## src/rtl/ips_pkg.sv

```systemverilog
package ips_pkg;
   typedef enum logic [1:0] {
      SET_FOLLOW   = 2'd0,
      SET_LDR_HEAD = 2'd1,
      SET_LDR_TAIL = 2'd2
   } set_role_e;
endpackage

```

## src/rtl/ips_leader_map.sv

```systemverilog
module ips_leader_map #(
   parameter int GRP_LOG2     = 5,
   parameter int HEAD_LDR_OFS = 0,
   parameter int TAIL_LDR_OFS = 31
) (
   input  logic [GRP_LOG2-1:0] grp_ofs,
   output ips_pkg::set_role_e  role
);
   localparam logic [GRP_LOG2-1:0] HeadOfs = GRP_LOG2'(HEAD_LDR_OFS);
   localparam logic [GRP_LOG2-1:0] TailOfs = GRP_LOG2'(TAIL_LDR_OFS);

   if (HEAD_LDR_OFS == TAIL_LDR_OFS) begin : g_bad_ofs
      $error("leader offsets must differ");
   end
   if (HEAD_LDR_OFS >= (1 << GRP_LOG2) || TAIL_LDR_OFS >= (1 << GRP_LOG2)) begin : g_bad_range
      $error("leader offset outside group");
   end

   always_comb begin
      if (grp_ofs == HeadOfs)      role = ips_pkg::SET_LDR_HEAD;
      else if (grp_ofs == TailOfs) role = ips_pkg::SET_LDR_TAIL;
      else                         role = ips_pkg::SET_FOLLOW;
   end
endmodule

```

## src/rtl/ips_sat_ctr.sv

```systemverilog
module ips_sat_ctr #(
   parameter int W = 10
) (
   input  logic         clk,
   input  logic         rst_n,
   input  logic         up,
   input  logic         dn,
   output logic [W-1:0] q
);
   localparam logic [W-1:0] CtrMax  = {W{1'b1}};
   localparam logic [W-1:0] CtrInit = {1'b0, {(W-1){1'b1}}};

   if (W < 2) begin : g_bad_w
      $error("selector width too small");
   end

   always_ff @(posedge clk) begin
      if (!rst_n)                      q <= CtrInit;
      else if (up && !dn && q != CtrMax) q <= q + 1'b1;
      else if (dn && !up && q != '0)   q <= q - 1'b1;
   end


   psel_step_chk: assert property (@(posedge clk) disable iff (!rst_n)
      (q != $past(q)) |-> ((q == $past(q) + 1'b1 && q != '0) ||
                           (q == $past(q) - 1'b1 && q != CtrMax)));
endmodule

```

## src/rtl/ips_lfsr.sv

```systemverilog
module ips_lfsr #(
   parameter int          W        = 16,
   parameter logic [W-1:0] SEED    = 16'hACE1,
   parameter int          DRAW_LOG2 = 5
) (
   input  logic clk,
   input  logic rst_n,
   output logic draw_hit
);
   logic [W-1:0] q;
   logic         fb;

   if (DRAW_LOG2 < 1 || DRAW_LOG2 > W) begin : g_bad_draw
      $error("draw width outside register");
   end
   if (SEED == '0) begin : g_bad_seed
      $error("seed must be nonzero");
   end

   if (W == 16) begin : g_taps16
      assign fb = q[15] ^ q[13] ^ q[12] ^ q[10];
   end else if (W == 8) begin : g_taps8
      assign fb = q[7] ^ q[5] ^ q[4] ^ q[3];
   end else begin : g_taps_bad
      assign fb = 1'b0;
      $error("unsupported generator width");
   end

   always_ff @(posedge clk) begin
      if (!rst_n) q <= SEED;
      else        q <= {q[W-2:0], fb};
   end

   assign draw_hit = (q[DRAW_LOG2-1:0] == '0);


   lfsr_nonzero_chk: assert property (@(posedge clk) disable iff (!rst_n)
      q != '0);
endmodule

```

## src/rtl/ins_policy_sel.sv

```systemverilog
module ins_policy_sel #(
   parameter int SET_W        = 10,
   parameter int PSEL_W       = 10,
   parameter int GRP_LOG2     = 5,
   parameter int HEAD_LDR_OFS = 0,
   parameter int TAIL_LDR_OFS = 31,
   parameter int LFSR_W       = 16,
   parameter int DRAW_LOG2    = 5
) (
   input  logic             clk,
   input  logic             rst_n,
   input  logic             acc_vld,
   input  logic             acc_miss,
   input  logic [SET_W-1:0] acc_set,
   output logic             dec_vld,
   output logic             dec_head
);
   import ips_pkg::*;

   localparam int PselMsb = PSEL_W - 1;

   if (SET_W <= GRP_LOG2) begin : g_bad_sets
      $error("set index must exceed group width");
   end

   set_role_e         role;
   logic              miss_evt;
   logic              draw_hit;
   logic [PSEL_W-1:0] psel;
   logic              head_nxt;
   logic              set_hi_unused;

   assign set_hi_unused = ^acc_set[SET_W-1:GRP_LOG2];
   assign miss_evt      = acc_vld && acc_miss;

   ips_leader_map #(
      .GRP_LOG2    (GRP_LOG2),
      .HEAD_LDR_OFS(HEAD_LDR_OFS),
      .TAIL_LDR_OFS(TAIL_LDR_OFS)
   ) u_map (
      .grp_ofs(acc_set[GRP_LOG2-1:0]),
      .role   (role)
   );

   ips_sat_ctr #(.W(PSEL_W)) u_psel (
      .clk  (clk),
      .rst_n(rst_n),
      .up   (miss_evt && role == SET_LDR_HEAD),
      .dn   (miss_evt && role == SET_LDR_TAIL),
      .q    (psel)
   );

   ips_lfsr #(
      .W        (LFSR_W),
      .SEED     (LFSR_W'(16'hACE1)),
      .DRAW_LOG2(DRAW_LOG2)
   ) u_rng (
      .clk     (clk),
      .rst_n   (rst_n),
      .draw_hit(draw_hit)
   );

   always_comb begin
      unique case (role)
         SET_LDR_HEAD: head_nxt = 1'b1;
         SET_LDR_TAIL: head_nxt = draw_hit;
         default:      head_nxt = psel[PselMsb] ? draw_hit : 1'b1;
      endcase
   end

   always_ff @(posedge clk) begin
      if (!rst_n) begin
         dec_vld  <= 1'b0;
         dec_head <= 1'b0;
      end else begin
         dec_vld  <= miss_evt;
         if (miss_evt) dec_head <= head_nxt;
      end
   end


   dec_timing_chk: assert property (@(posedge clk) disable iff (!rst_n)
      dec_vld == $past(miss_evt));


   head_ldr_chk: assert property (@(posedge clk) disable iff (!rst_n)
      (miss_evt && role == SET_LDR_HEAD) |=> dec_head);


   hit_hold_chk: assert property (@(posedge clk) disable iff (!rst_n)
      (acc_vld && !acc_miss) |=> $stable(psel));


   follow_mru_chk: assert property (@(posedge clk) disable iff (!rst_n)
      (miss_evt && role == SET_FOLLOW && !psel[PselMsb]) |=> dec_head);
endmodule

```

## config.mk

```make
export PLATFORM = sky130hd
export DESIGN_NAME = ins_policy_sel
export DESIGN_NICKNAME = d
export VERILOG_FILES = /design/src/rtl/ips_pkg.sv /design/src/rtl/ips_leader_map.sv /design/src/rtl/ips_sat_ctr.sv /design/src/rtl/ips_lfsr.sv /design/src/rtl/ins_policy_sel.sv
export SDC_FILE = /design/constraint.sdc
export NUM_CORES = 1
export LEC_CHECK = 0
export ABC_AREA = 0
export BUFFER_PORTS_ARGS = -buffer_cell sky130_fd_sc_hd__buf_2
export CAP_MARGIN = 15
export CORE_ASPECT_RATIO = 0.9
export CORE_MARGIN = 5
export CORE_UTILIZATION = 47
export CTS_BUF_LIST = sky130_fd_sc_hd__clkbuf_8
export DETAILED_ROUTE_END_ITERATION = 10
export PLACE_DENSITY = 0.76
export SLEW_MARGIN = 10
export SYNTH_ARGS = -nofsm -noshare
export SYNTH_HDL_FRONTEND = slang
export SYNTH_SLANG_ARGS = --single-unit
export TNS_END_PERCENT = 50
```

## constraint.sdc

```tcl
create_clock -name clk -period 3.5 [get_ports clk]
set_clock_uncertainty 0.15 [all_clocks]
set_input_delay 0 -clock clk [delete_from_list [all_inputs] [get_ports clk]]
set_output_delay 0 -clock clk [all_outputs]
set_load 0.02 [all_outputs]
```

==> impl_metrics.toml, run 1 <==
[yosys]
avgSynthCellArea_um2 = 9.24
synth_top_family_by_area = "simple AND/OR/NAND/NOR gates"
yosys.area_share.simple = 0.249
synth_fa_ha_area_frac = 0.0855
synth-xor-area-share = 0.0561
syn_nets = 175
async_reset_ff_frac = 0
synth_mux_area_frac = 0.0285
synth-edff-count = 0
yosys_register_bits = 28
synth_area_um2 = 1410
synth_top_area_share = 0.399
synth_area_leaders = "dfxtp_1 (40%), ha_1 (7.1%), and2_1 (4.5%), nand2_1 (4.0%), nand2b_1 (3.6%)"
synth_cells = 152
ys.flop_type = "dfxtp_1"
synth_top_area_cell = "dfxtp_1"
yosysSeqAreaShare = 0.399
ys_warn_count = 0
synth_compound_area_frac = 0.150
ys_types = 43

[sta]
setup_slack_ps = 635
slew_violations = 0
hold_violations = 0
rsz0062_at_grt = "no"
setup_tns_ps = 0
post-route-period-util = 0.819
hold_slack_ps = 265
tightest_slew_ps = 655
setup_viol = 0
slew_headroom = 0.563
clock.fmax_mhz = 349
period_minus_slack_ps = 2870

[die]
std_cell_rows = 18
design.die.area_um2 = 4180
initial_core_util = 0.499
die_w_um = 67.6
ioPinCount = 16
fp.coreArea_um2 = 2820
die_y_um = 61.9

[power]
p_leak_nw = 0.656
ir_drop_mv = 0.341
pwr_density_cell_nw_per_um2 = 395

[drt]
wl_mm = 2.68
vias = 1112
viasPerCell = 5.37
drtAntennaViolNets = 0
dr.pass1.iters = 4
wl_per_cell_um = 12.9
drc = 0
drtIter0Drc = 36

[clock_tree]
cts_root_buffer = "clkbuf_8"
clock_path_buffers = 2
cts_max_level = 1
cts_made_buffers = 3
cts_setup_buffers = 0
cts_resized = 0
clock_latency_ps = 270
cts_tree = "done"
path_clk_slew_ps = 90
clock_sinks = 28
ctsHoldBuffers = 5

[critical_path]
path_class = "input port to register"
end_kind = "register"
cp.arrival_ps = 2890
worstPathCellList = "dlygate4sd3_1 -> buf_2 -> nand2_1 -> or3_4 -> or2_4 -> ha_1 -> o211ai_1 -> o21ai_0 -> a41oi_1 -> or3_1 -> o311ai_1"
cp_max_fo = 10
cpPeakStageDelay_ps = 520
crit_required_ps = 3530
cp.buffers_inverters = 2
startpoint_type = "input port"
cp_top_family = "simple AND/OR/NAND/NOR gates"
critPathSlowestCell = "dlygate4sd3_1"

[job]
max_cap_violations = 0

[final_layout]
nets = 191
area_delta_synth_final_pct = 14.7
final_cells = 207
fin_area_um2 = 1610
n_antenna_cell = 0
layout-drive-gt1-share = 0.138

[grt]
grt_max_degree = 28
grt_overflow_total = 0
grt_first_pass_wirelength_mm = 4.82
grt_usage = 0.153
antenna_found_initial = 0
grt_pass1_vias = 1063

[place]
dpl_cell_area_um2 = 1490
dp_slack_ps = 417
port_buffers = 10
dpl.hpwl_mm = 1.94
dp_cells = 198
routabilityCongestion = 0.821

[hold_path]
hold_path_class = "input port to register"

[status]
outcome = "completed"
==> registers in the layout, summed over array words and instances, names as in the netlist <==
| signal | count |
|---|---|
| u_rng.q | 16 |
| dec_head | 1 |
| u_psel.q | 10 |
| dec_vld | 1 |
==> cell usage in the layout, fill, tap and decap left out, types with 3 or more instances in the layout <==
cell type / instances
nand2_1: 15
mux2i_1: 4
dfxtp_1: 28
o21ai_0: 7
dlygate4sd3_1: 5
a21oi_1: 5
xnor2_1: 5
nand2b_1: 8
xor2_1: 4
and2_1: 10
nor3_1: 3
clkbuf_8: 3
buf_2: 10
or3_1: 4
inv_1: 6
ha_1: 8
nor2_1: 7
==> power by group <==
part,switching (mW),internal [mW]
Sequential,0.00672,0.333
Combinational,0.0230,0.0237
Clock,0.0960,0.153
Total,0.126,0.510
==> layout make-up <==
type / instances / area [um2]
multi-input combinational: 113 / 800
sequential: 28 / 561
fill: 254 / 1200
clock inverter: 1 / 30.0
clock buffer: 3 / 41.3
inverter: 6 / 22.5
tap: 40 / 50.0
timing repair buffer: 16 / 108
==> through the flow <==
step,power [mW],utilization
after floorplan,0.376,-
after global placement,0.387,0.529
after detailed placement,0.389,0.529
after CTS,0.640,0.572
after global routing,0.664,0.572
final,0.636,0.572
==> final timing paths <==
kind,cells past startpoint,startpoint,slack (ps),to
max reg2reg,10,u_psel.q[0],640,u_psel.q[6]
max,11,acc_vld,630,u_psel.q[9]
min,6,acc_set[3],260,u_psel.q[9]
min reg2reg,1,u_rng.q[5],270,u_rng.q[6]
==> Yosys cell counts (2+ instances only) <==
master	n
clkbuf_1	4
mux2i_1	4
a21o_1	2
o21ai_0	7
nor3_1	3
and2_1	10
xor2_1	4
nand2_1	15
or4_1	2
o211ai_1	2
ha_1	8
nor2_1	7
dfxtp_1	28
nand3_1	2
or3_1	4
nand2b_1	8
inv_1	6
a21oi_1	5
nand3b_1	2
xnor2_1	5
nand4_1	2
==> worst min-delay path: stages <==
cell and delay [ps]:
buf_2 100, nand2_1 70, or3_1 160, o21bai_1 70, a21bo_2 190, o311ai_1 60
==> layer usage <==
metal	track usage	wire length, um	vias to the layer above
met5	0	0	-
met2	0.264	1290	16
li1	-	-	566
met3	0.0216	64	4
met4	0.0520	27	0
met1	0.196	1290	526
==> cell families (layout without fill, tap and decap cells) <==
logic type | Yosys count | after routing
buf+inv | 11 | 26
flops | 28 | 28
simple gates | 62 | 62
compound gates | 29 | 29
fa+ha+maj | 9 | 9
xor+xnor | 9 | 9
mux | 4 | 4
Note: power is estimated with default switching activity, not from simulation.
==> run 2: changes to the inputs <==
clock period = 2.65 ns   (was 3.5 ns; I/O delays follow)
==> impl_metrics.toml, run 2 (same netlist as run 1, synthesis figures left out) <==
[status]
outcome = "finished, violations left"
violations = "negative setup slack"

[final_layout]
register_area_um2 = 566
n_antenna_cell = 0
nets = 223
fin_area_um2 = 2010
reg.largest.list = "u_rng.q: 16 flops, u_psel.q: 10 flops"
layout-drive-gt1-share = 0.412
top_register = "u_rng.q"
layout_commonest_cell = "buf_4"
multi_input_area_um2 = 947
fillerInstances = 200
final_cells = 239
layout_common_cells = "buf_4 (32), dfxtp_1 (24), nand2_1 (14)"
largest_register_ffs = 16
area_delta_synth_final_pct = 43.0

[hold_path]
hold_depth = 1
hold_path_class = "register to register"
hold_end = "u_rng.q[6]"
min_from = "u_rng.q[5]"

[critical_path]
worstReg2RegEnd = "u_psel.q[6]"
r2r_cells = 10
cp_max_fo = 6
end_kind = "register"
r2r-start = "u_psel.q[4]"
path_class = "input port to register"
cp.arrival_ps = 2720
startpoint_type = "input port"
crit_required_ps = 2690
r2r_slack_ps = 50

[sta]
tightest_slew_ps = 684
period_minus_slack_ps = 2690
post-route-period-util = 1.01
setup_viol = 1
hold_slack_ps = 289
setup_tns_ps = -38.1
setup_slack_ps = -38.1
slew_violations = 0
hold_violations = 0
slew_headroom = 0.544
rsz0062_at_grt = "yes"
clock.fmax_mhz = 372

[clock_tree]
cts_root_buffer = "clkbuf_8"
clock_latency_ps = 280
clock_sinks = 28
clock_path_buffers = 2
cts_tree = "done"
cts_max_level = 1
cts_made_buffers = 3
path_clk_slew_ps = 100

[die]
std_cell_rows = 18
initial_core_util = 0.499
die_w_um = 67.6
design.die.area_um2 = 4180
ioPinCount = 16
fp.coreArea_um2 = 2820
die_y_um = 61.9

[drt]
drc = 0
viasPerCell = 5.52
wl_per_cell_um = 15.7
vias = 1320
wl_mm = 3.76
drtIter0Drc = 135
drtAntennaViolNets = 0
dr.pass1.iters = 4

[grt]
grt_overflow_total = 0
grt_max_degree = 28
antenna_found_initial = 0
grt_first_pass_wirelength_mm = 5.76
grt_usage = 0.184
grt_pass1_vias = 1280

[place]
dpl.hpwl_mm = 2.34
dpl_cell_area_um2 = 1720
port_buffers = 10
routabilityCongestion = 0.916
dp_cells = 226

[power]
power.total_mw = 0.857
ir_drop_mv = 0.273
pwr_density_cell_nw_per_um2 = 426
p_leak_nw = 0.841

[job]
max_cap_violations = 0
==> run 2: changes by cell type in the layout (fill, tap and decap cells not counted), moves of 2 or more <==
cell / delta
a21oi_2: +2
ha_1: -6
ha_2: +2
buf_6: +2
o21ai_2: +2
buf_4: +31
dfxtp_2: +4
o21ai_0: -3
dfxtp_1: -4
a21oi_1: -3
ha_4: +4
==> run 2: final cells by class <==
cell class | count | share of cell area
multi-input cells | 113 | 0.471
flip-flops and latches | 28 | 0.281
repair buffers | 48 | 0.176
well taps | 40 | 0.0249
clock buffers | 3 | 0.0205
clock inverters | 1 | 0.0149
inverters | 6 | 0.0112
==> run 2: power breakdown <==
part,internal [mW],total [mW],leakage (nW),switching (mW)
Sequential,0.440,0.450,0.229,0.00919
Clock,0.202,0.335,0.0357,0.132
Combinational,0.0373,0.0728,0.576,0.0355
==> run 2: what timing repair did <==
action                                  in CTS  in global routing
pin swaps                                    5                 13
setup buffers                                3                  2
endpoints found under the hold margin       17                  0
hold buffers                                 4                  0
endpoints found under the setup margin       4                  4
resized for setup                           14                 20
==> run 2: worst max-delay path by stage <==
stage,from,to,depth (start not counted)
finish,acc_set[2],u_psel.q[9],10
floorplan,acc_set[1],u_psel.q[9],9
CTS,acc_set[1],u_psel.q[6],11
global route,acc_set[2],u_psel.q[9],10
detailed placement,acc_set[1],u_psel.q[6],11
global placement,acc_set[1],u_psel.q[6],11
==> run 2: worst max-delay path, stage by stage <==
cell and delay (ps):
buf_2 110, or4_4 530, or3_4 410, or2_4 300, ha_2 390, o211ai_1 110, o21ai_2 180, a41oi_2 190
or3_4 430, o311ai_4 70
==> run 2: layer usage <==
metal | up-vias | wire (um) | GRT usage | part of all wire
met4 | 0 | 81 | 0.0318 | 0.022
met1 | 639 | 1630 | 0.225 | 0.43
met3 | 12 | 195 | 0.0396 | 0.052
li1 | 630 | - | - | -
met5 | - | 0 | 0 | 0
met2 | 39 | 1860 | 0.338 | 0.49
==> run 2: stage by stage <==
step / util / worst slack [ps]
2_1_floorplan: - / -46.7
3_3_place_gp: 0.611 / -258
3_5_place_dp: 0.611 / -316
4_1_cts: 0.684 / -23.7
5_1_grt: 0.714 / -93.8
6_report: 0.714 / -38.1
